## src/rtl/bgate_pkg.sv

```systemverilog
package bgate_pkg;

    // Bank index, taken from the top address bits
    typedef enum logic [1:0] {
        BK_LOW  = 2'd0,
        BK_KRAM = 2'd1,
        BK_IO   = 2'd2,
        BK_BOOT = 2'd3
    } bank_e;

    // Decoded destination of a request
    typedef enum logic [2:0] {
        TG_NONE = 3'd0,
        TG_ROM  = 3'd1,
        TG_URAM = 3'd2,
        TG_KRAM = 3'd3,
        TG_IO   = 3'd4
    } tgt_e;

    localparam int NUM_TGT  = 4;
    localparam int BANK_W   = 2;
    localparam int PRIV_BIT = 7;

    typedef struct packed {
        tgt_e tgt;
        logic priv_bad;
        logic page_bad;
        logic arms_ovl;
    } verdict_t;

    // One-hot select vector: bit0 ROM, bit1 user RAM, bit2 kernel RAM, bit3 I/O
    function automatic logic [NUM_TGT-1:0] tgt_onehot(input tgt_e t);
        logic [NUM_TGT-1:0] v;
        v = '0;
        case (t)
            TG_ROM:  v[0] = 1'b1;
            TG_URAM: v[1] = 1'b1;
            TG_KRAM: v[2] = 1'b1;
            TG_IO:   v[3] = 1'b1;
            default: v = '0;
        endcase
        return v;
    endfunction

    // Access policy for one request
    function automatic verdict_t judge(input bank_e b, input logic kern,
                                       input logic ovl, input logic page_ok);
        verdict_t r;
        r = '{tgt: TG_NONE, priv_bad: 1'b0, page_bad: 1'b0, arms_ovl: 1'b0};
        if (kern) begin
            case (b)
                BK_LOW:  r.tgt = ovl ? TG_URAM : TG_ROM;
                BK_KRAM: r.tgt = TG_KRAM;
                BK_IO:   r.tgt = TG_IO;
                default: begin
                    r.tgt      = TG_ROM;
                    r.arms_ovl = 1'b1;
                end
            endcase
        end else if (b == BK_LOW && ovl) begin
            if (page_ok) r.tgt = TG_URAM;
            else         r.page_bad = 1'b1;
        end else begin
            r.priv_bad = 1'b1;
        end
        return r;
    endfunction

endpackage

```

## src/rtl/bgate_bank_split.sv

```systemverilog
module bgate_bank_split
    import bgate_pkg::*;
#(
    parameter int HI_W = BANK_W
) (
    input  logic [HI_W-1:0] addr_hi,
    output bank_e           bank
);
    localparam int LSB = HI_W - BANK_W;

    logic [BANK_W-1:0] idx;
    assign idx  = addr_hi[HI_W-1:LSB];
    assign bank = bank_e'(idx);

    generate
        if (LSB > 0) begin : g_spare
            logic unused_spare;
            assign unused_spare = ^addr_hi[LSB-1:0];
        end
    endgenerate
endmodule

```

## src/rtl/bgate_overlay.sv

```systemverilog
module bgate_overlay (
    input  logic clk,
    input  logic rst,
    input  logic arm,
    output logic ovl
);
    logic ovl_q;

    always_ff @(posedge clk) begin
        if (rst)      ovl_q <= 1'b0;
        else if (arm) ovl_q <= 1'b1;
    end

    assign ovl = ovl_q;


    overlay_sticky_chk: assert property (@(posedge clk) disable iff (rst)
        ovl_q |=> ovl_q);


    overlay_arm_chk: assert property (@(posedge clk) disable iff (rst)
        arm |=> ovl_q);
endmodule

```

## src/rtl/bgate_policy.sv

```systemverilog
module bgate_policy
    import bgate_pkg::*;
(
    input  bank_e    bank,
    input  logic     kern,
    input  logic     ovl,
    input  logic     page_ok,
    output verdict_t verdict
);
    always_comb begin
        verdict = judge(bank, kern, ovl, page_ok);
    end
endmodule

```

## src/rtl/bgate_out_stage.sv

```systemverilog
module bgate_out_stage
    import bgate_pkg::*;
#(
    parameter int N_SEL = NUM_TGT
) (
    input  logic             clk,
    input  logic             rst,
    input  logic             req,
    input  logic             wr,
    input  verdict_t         verdict,
    output logic [N_SEL-1:0] sel,
    output logic             we,
    output logic             priv_f,
    output logic             page_f
);
    logic [N_SEL-1:0] hot;
    logic             granted;

    assign hot     = tgt_onehot(verdict.tgt);
    assign granted = (verdict.tgt != TG_NONE);

    generate
        for (genvar g = 0; g < N_SEL; g++) begin : g_sel
            logic q;
            always_ff @(posedge clk) begin
                if (rst) q <= 1'b0;
                else     q <= req && hot[g];
            end
            assign sel[g] = q;
        end
    endgenerate

    always_ff @(posedge clk) begin
        if (rst) begin
            we     <= 1'b0;
            priv_f <= 1'b0;
            page_f <= 1'b0;
        end else begin
            we     <= req && wr && granted;
            priv_f <= req && verdict.priv_bad;
            page_f <= req && verdict.page_bad;
        end
    end


    sel_onehot_chk: assert property (@(posedge clk) disable iff (rst)
        $onehot0(sel));


    fault_excl_chk: assert property (@(posedge clk) disable iff (rst)
        (priv_f || page_f) |-> (sel == '0 && !(priv_f && page_f)));


    we_needs_sel_chk: assert property (@(posedge clk) disable iff (rst)
        we |-> (sel != '0));


    idle_quiet_chk: assert property (@(posedge clk) disable iff (rst)
        !req |=> (sel == '0 && !we && !priv_f && !page_f));
endmodule

```

## src/rtl/bank_gate.sv

```systemverilog
module bank_gate
    import bgate_pkg::*;
#(
    parameter int ADDR_W = 32
) (
    input  logic              clk,
    input  logic              rst,
    input  logic [ADDR_W-1:0] bus_addr,
    input  logic              rd_stb,
    input  logic              wr_stb,
    input  logic [7:0]        cpu_status,
    input  logic              page_ok,
    output logic              sel_rom,
    output logic              sel_uram,
    output logic              sel_kram,
    output logic              sel_io,
    output logic              mem_we,
    output logic              priv_fault,
    output logic              page_fault
);
    localparam int LOW_W = ADDR_W - BANK_W;

    logic             req;
    logic             kern;
    logic             ovl;
    bank_e            bank;
    verdict_t         verdict;
    logic [NUM_TGT-1:0] sel;

    logic unused_low;
    assign unused_low = ^{bus_addr[LOW_W-1:0], cpu_status[PRIV_BIT-1:0]};

    assign req  = rd_stb || wr_stb;
    assign kern = cpu_status[PRIV_BIT];

    bgate_bank_split #(.HI_W(BANK_W)) u_split (
        .addr_hi (bus_addr[ADDR_W-1:LOW_W]),
        .bank    (bank)
    );

    bgate_policy u_policy (
        .bank    (bank),
        .kern    (kern),
        .ovl     (ovl),
        .page_ok (page_ok),
        .verdict (verdict)
    );

    bgate_overlay u_overlay (
        .clk (clk),
        .rst (rst),
        .arm (req && verdict.arms_ovl),
        .ovl (ovl)
    );

    bgate_out_stage #(.N_SEL(NUM_TGT)) u_out (
        .clk     (clk),
        .rst     (rst),
        .req     (req),
        .wr      (wr_stb),
        .verdict (verdict),
        .sel     (sel),
        .we      (mem_we),
        .priv_f  (priv_fault),
        .page_f  (page_fault)
    );

    assign sel_rom  = sel[0];
    assign sel_uram = sel[1];
    assign sel_kram = sel[2];
    assign sel_io   = sel[3];


    kram_decode_chk: assert property (@(posedge clk) disable iff (rst)
        (req && kern && bus_addr[ADDR_W-1:LOW_W] == 2'd1) |=> sel_kram);


    user_io_block_chk: assert property (@(posedge clk) disable iff (rst)
        (req && !kern && bus_addr[ADDR_W-1:LOW_W] == 2'd2) |=> priv_fault);


    boot_fetch_rom_chk: assert property (@(posedge clk) disable iff (rst)
        (req && kern && bus_addr[ADDR_W-1:LOW_W] == 2'd3) |=> sel_rom);
endmodule

```

## config.mk

```make
export PLATFORM = sky130hd
export DESIGN_NAME = bank_gate
export DESIGN_NICKNAME = d
export VERILOG_FILES = /design/src/rtl/bgate_pkg.sv /design/src/rtl/bgate_bank_split.sv /design/src/rtl/bgate_overlay.sv /design/src/rtl/bgate_policy.sv /design/src/rtl/bgate_out_stage.sv /design/src/rtl/bank_gate.sv
export SDC_FILE = /design/constraint.sdc
export NUM_CORES = 1
export LEC_CHECK = 0
export BUFFER_PORTS_ARGS = -buffer_cell sky130_fd_sc_hd__clkbuf_2
export CORE_UTILIZATION = 29
export DETAILED_ROUTE_END_ITERATION = 16
export PLACE_DENSITY_LB_ADDON = 0.1
export SYNTH_ARGS = -nofsm -noshare
export SYNTH_HDL_FRONTEND = slang
export SYNTH_HIERARCHICAL = 1
export SYNTH_SLANG_ARGS = --single-unit
export TNS_END_PERCENT = 50
```

## constraint.sdc

```tcl
create_clock -name clk -period 1.35 [get_ports clk]
set_clock_uncertainty 0.15 [all_clocks]
set_input_delay 0.0675 -clock clk [delete_from_list [all_inputs] [get_ports clk]]
set_output_delay 0.0675 -clock clk [all_outputs]
set_load 0.02 [all_outputs]
```

# Yosys cells after proc, flatten, opt, wreduce, memory -nomap -nowiden
# Index checks and enable logic that the tools add are counted.
# word_totals
regBits	8
output_inout_bits	7
wordCells	43
inputBits	45
# classes
eq_ne	6
n_mux	15
n_reduce_logical	14
# ops
operator	n
1-bit logical AND	10
1-bit 2-to-1 mux	9
3-bit one-hot mux with 3 select lines	1
3-bit by 2-bit equality test with 1-bit output, second input constant	2
2-bit 2-to-1 mux	3
3-bit 2-to-1 mux	2
3-bit by 1-bit equality test with 1-bit output, second input constant	1
3-bit equality test, second input constant	1
3-bit nonzero test	1
3-bit OR reduction	1
2-bit by 1-bit equality test with 1-bit output, second input constant	1
2-bit equality test, second input constant	1
2-bit logical NOT	1
1-bit logical OR	1

# Longest topological paths before layout
# logic_depth
word_depth	7
mapped_depth	5
depth_no_buf	4

# Hierarchy
# The synthesis kept the hierarchy.
# modules_own_cells
mod	cells_each	seq_area_each_um2	area_per_inst_um2	n_inst
bgate_out_stage	22	140.1	252.7	1
bgate_policy	12	0.0	80.1	1
bgate_overlay	2	20.0	30.0	1
bgate_bank_split	2	0.0	15.0	1
bank_gate	2	0.0	13.8	1

# Worst setup path before layout
# OpenSTA, ideal clock, no wires.
# synth_path
kind	reg2reg
start	register u_overlay.ovl_q, in the netlist u_overlay/ovl
end	register u_out.g_sel[0].q
setup_time_ns	0.118
stages_incl_launch_ff	4
path_slack_ns	0.118
required_ns	1.082
path_buffers	0
arrival_ns	0.964
cell_sequence	dfxtp_1 -> nor2_1 -> a211oi_2 -> and4b_2
# synth_rtl
item	line	rtl
start, declared	bgate_overlay.sv:7	logic ovl_q;
start signal, assigned	bgate_overlay.sv:10	if (rst) ovl_q <= 1'b0;
start signal, assigned	bgate_overlay.sv:11	else if (arm) ovl_q <= 1'b1;
end signal, assigned	bgate_out_stage.sv:27	else q <= req && hot[g];
end, declared	bgate_out_stage.sv:24	logic q;

# Worst setup path after layout
# layout_path
start	input port wr_stb
end	register u_out.g_sel[1].q
# layout_between
elab_chain_cells	2
# layout_rtl
item	line	rtl
start, declared	bank_gate.sv:10	input logic wr_stb,
1-bit logical OR	bank_gate.sv:33	assign req = rd_stb || wr_stb;
named net req	bank_gate.sv:23	logic req;
1-bit logical AND	bgate_out_stage.sv:27	
end signal, assigned	bgate_out_stage.sv:27	
end, declared	bgate_out_stage.sv:24	
# The timed path passes the listed nets, and every way through them passes these cells.
# A chain may end at the register's enable or synchronous reset.

==> results_dict.tcl <==
set metrics [dict create \
    grt_pass1_vias 280 \
    cp_max_fo 5 \
    io_pins 52 \
    die_w_um 38.8 \
    ant_nets 0 \
    p_comb_share_pct 15.8 \
    layout-drive-gt1-share_pct 44.6 \
    grt_overflow_total 0 \
    max-vdd-ir-drop_v 0.000319 \
    pwr-share-seq_pct 48.7 \
    vias 314 \
    cts_resized 0 \
    path_clk_slew_ps 50 \
    cap_violations 0 \
    yosysTopAreaCellShare_pct 40.9 \
    syn_area_sq_um 392 \
    start_kind "input port" \
    placed_cells 63 \
    drt-pass1-iter-count 4 \
    grt_max_degree 7 \
    drt_wl_total_um 668 \
    antenna_found_initial 0 \
    instances_no_fill 70 \
    fin_crit_ps 1300 \
    track_usage_pct 11.8 \
    final_hold_viol_count 0 \
    tns_ps 0 \
    hp-class "in -> reg" \
    stdcell_area_sq_um 504 \
    drc_errors 0 \
    die_h_um 38.8 \
    viasPerCell 4.49 \
    placementRows 12 \
    rsz0062_at_grt "false" \
    utilization_pct 42.5 \
    fin_nets 103 \
    cp-end-kind "flop" \
    start_util_pct 33.0 \
    report.final.setup_viol 0 \
    dieArea_sq_mm 0.00150 \
    port_buffers 14 \
    tightestPinTransition_ps 306 \
    place_area_sq_um 442 \
    p_leak_nw 0.261 \
    grt_pass1_wl_um 1100 \
    clock_sinks 8 \
    clock_latency_ps 250 \
    cts_buffers 3 \
    core_sq_mm 0.00119 \
    critical_path_class "in -> reg" \
    yosys-top-cells-area "dfxtp_1 (41%), buf_4 (12%), nor2_1 (5.8%)" \
    h-tree-depth 1 \
    slew_violations 0 \
    synth_fp_nets 85 \
    final_common_cell "clkbuf_2" \
    p_int_mw 0.386 \
    root_buffer "clkbuf_4" \
    drt_iter0_drc 8 \
    ys_ff_latch 8 \
    diodes 0 \
    switching_share_pct 23.9 \
    wl_per_cell_um 9.54 \
    yosys_warnings 6 \
    relSlewSlack_pct 79.5 \
    p_sw_mw 0.121 \
    yosysSeqAreaShare_pct 40.9 \
    timing.fmax_mhz 771 \
    routabilityCongestion 0.709 \
    most-common-layout-cells "clkbuf_2 (14), dfxtp_1 (8), nor2_1 (6)" \
    syn_inst 40 \
    area_growth_pct 28.8 \
    cts_tree "yes" \
    post-synth-top-area-cell "dfxtp_1" \
    critPathRequiredTime_ps 1340 \
    power_frac_clock_pct 35.5 \
    p_per_area_mw_per_mm2 1000 \
    post-route-period-util_pct 96.1 \
    synth_cell_types 19 \
    status "finished, final reports clean" \
    clk_path_buf_depth 2 \
    postSynthAreaPerCell_sq_um 9.79 \
    critPathArrivalTime_ps 1290 \
    power.total_mw 0.507 \
]
## path summary, 6_finish.rpt
kind | startpoint | to | slack (ps) | cells after the start
setup / recovery | wr_stb | u_out/g_sel[1].q | 50 | 5
hold / removal | cpu_status[7] | u_out/page_f | 30 | 3
setup reg to reg | u_overlay/ovl | u_out/g_sel[0].q | 70 | 3
hold reg to reg | u_overlay/ovl | u_overlay/ovl | 380 | 1
## area by class of cell
type	instances	area, sq um
repair buffers	19	118
flip-flops and latches	8	160
multi-input cells	25	183
fillers	139	682
clock buffers	3	22.5
well taps	14	17.5
inverters	1	3.75
## critical path, stage by stage
cell and delay, ps:
dlygate4sd3_1 530, clkbuf_2 120, or2_1 250, nor2b_4 150
and3_2 180
## state kept, by name (all words and copies together) (netlist names)
register	flops
u_out/g_sel.q	4
u_out/page_f	1
u_out/priv_f	1
u_out/we	1
u_overlay/ovl	1
## power groups by stage
stage	clock, mW	sequential (mW)	combinational [mW]
finish	0.180	0.247	0.0801
global route	0.202	0.247	0.0880
CTS	0.184	0.247	0.0795
detailed placement	0	0.252	0.0704
global placement	0	0.251	0.0695
floorplan	0	0.256	0.0474
## cell usage after synthesis
library cell / n
dfxtp_1: 8
buf_4: 6
nor2_1: 6
o21a_1: 3
and2_1: 2
and3_2: 2
a211oi_2: 1
and3_1: 1
and4_2: 1
and4b_2: 1
inv_1: 1
nand2_1: 1
nand2b_1: 1
nand2b_4: 1
nor2b_4: 1
nor4_1: 1
o21ba_1: 1
o311a_1: 1
or2_1: 1
## routing by layer
layer | wire length (um) | track usage, %
met1 | 318 | 12.0
met2 | 288 | 17.5
met3 | 62 | 5.78
met4 | 0 | 10.3
met5 | 0 | 0
## cell families after synthesis
group / synth area share, %
flops: 40.9
buf+inv: 12.5
simple gates: 32.6
compound gates: 14.1
## timing repair
action,in CTS,in global routing
buffers inserted,0,0
setup endpoints to repair,0,0
hold buffers,4,0
endpoints found under the hold margin,3,0
## per-stage QoR
stage / setup slack (ps) / hold WS (ps)
finish: 52.8 / 32.7
CTS: 58.1 / 15.0
detailed placement: 95.5 / 187
global placement: 83.3 / 186
floorplan: 118 / 63.5
global route: 8.31 / 48.9
Power figures use the tool's default switching activity.
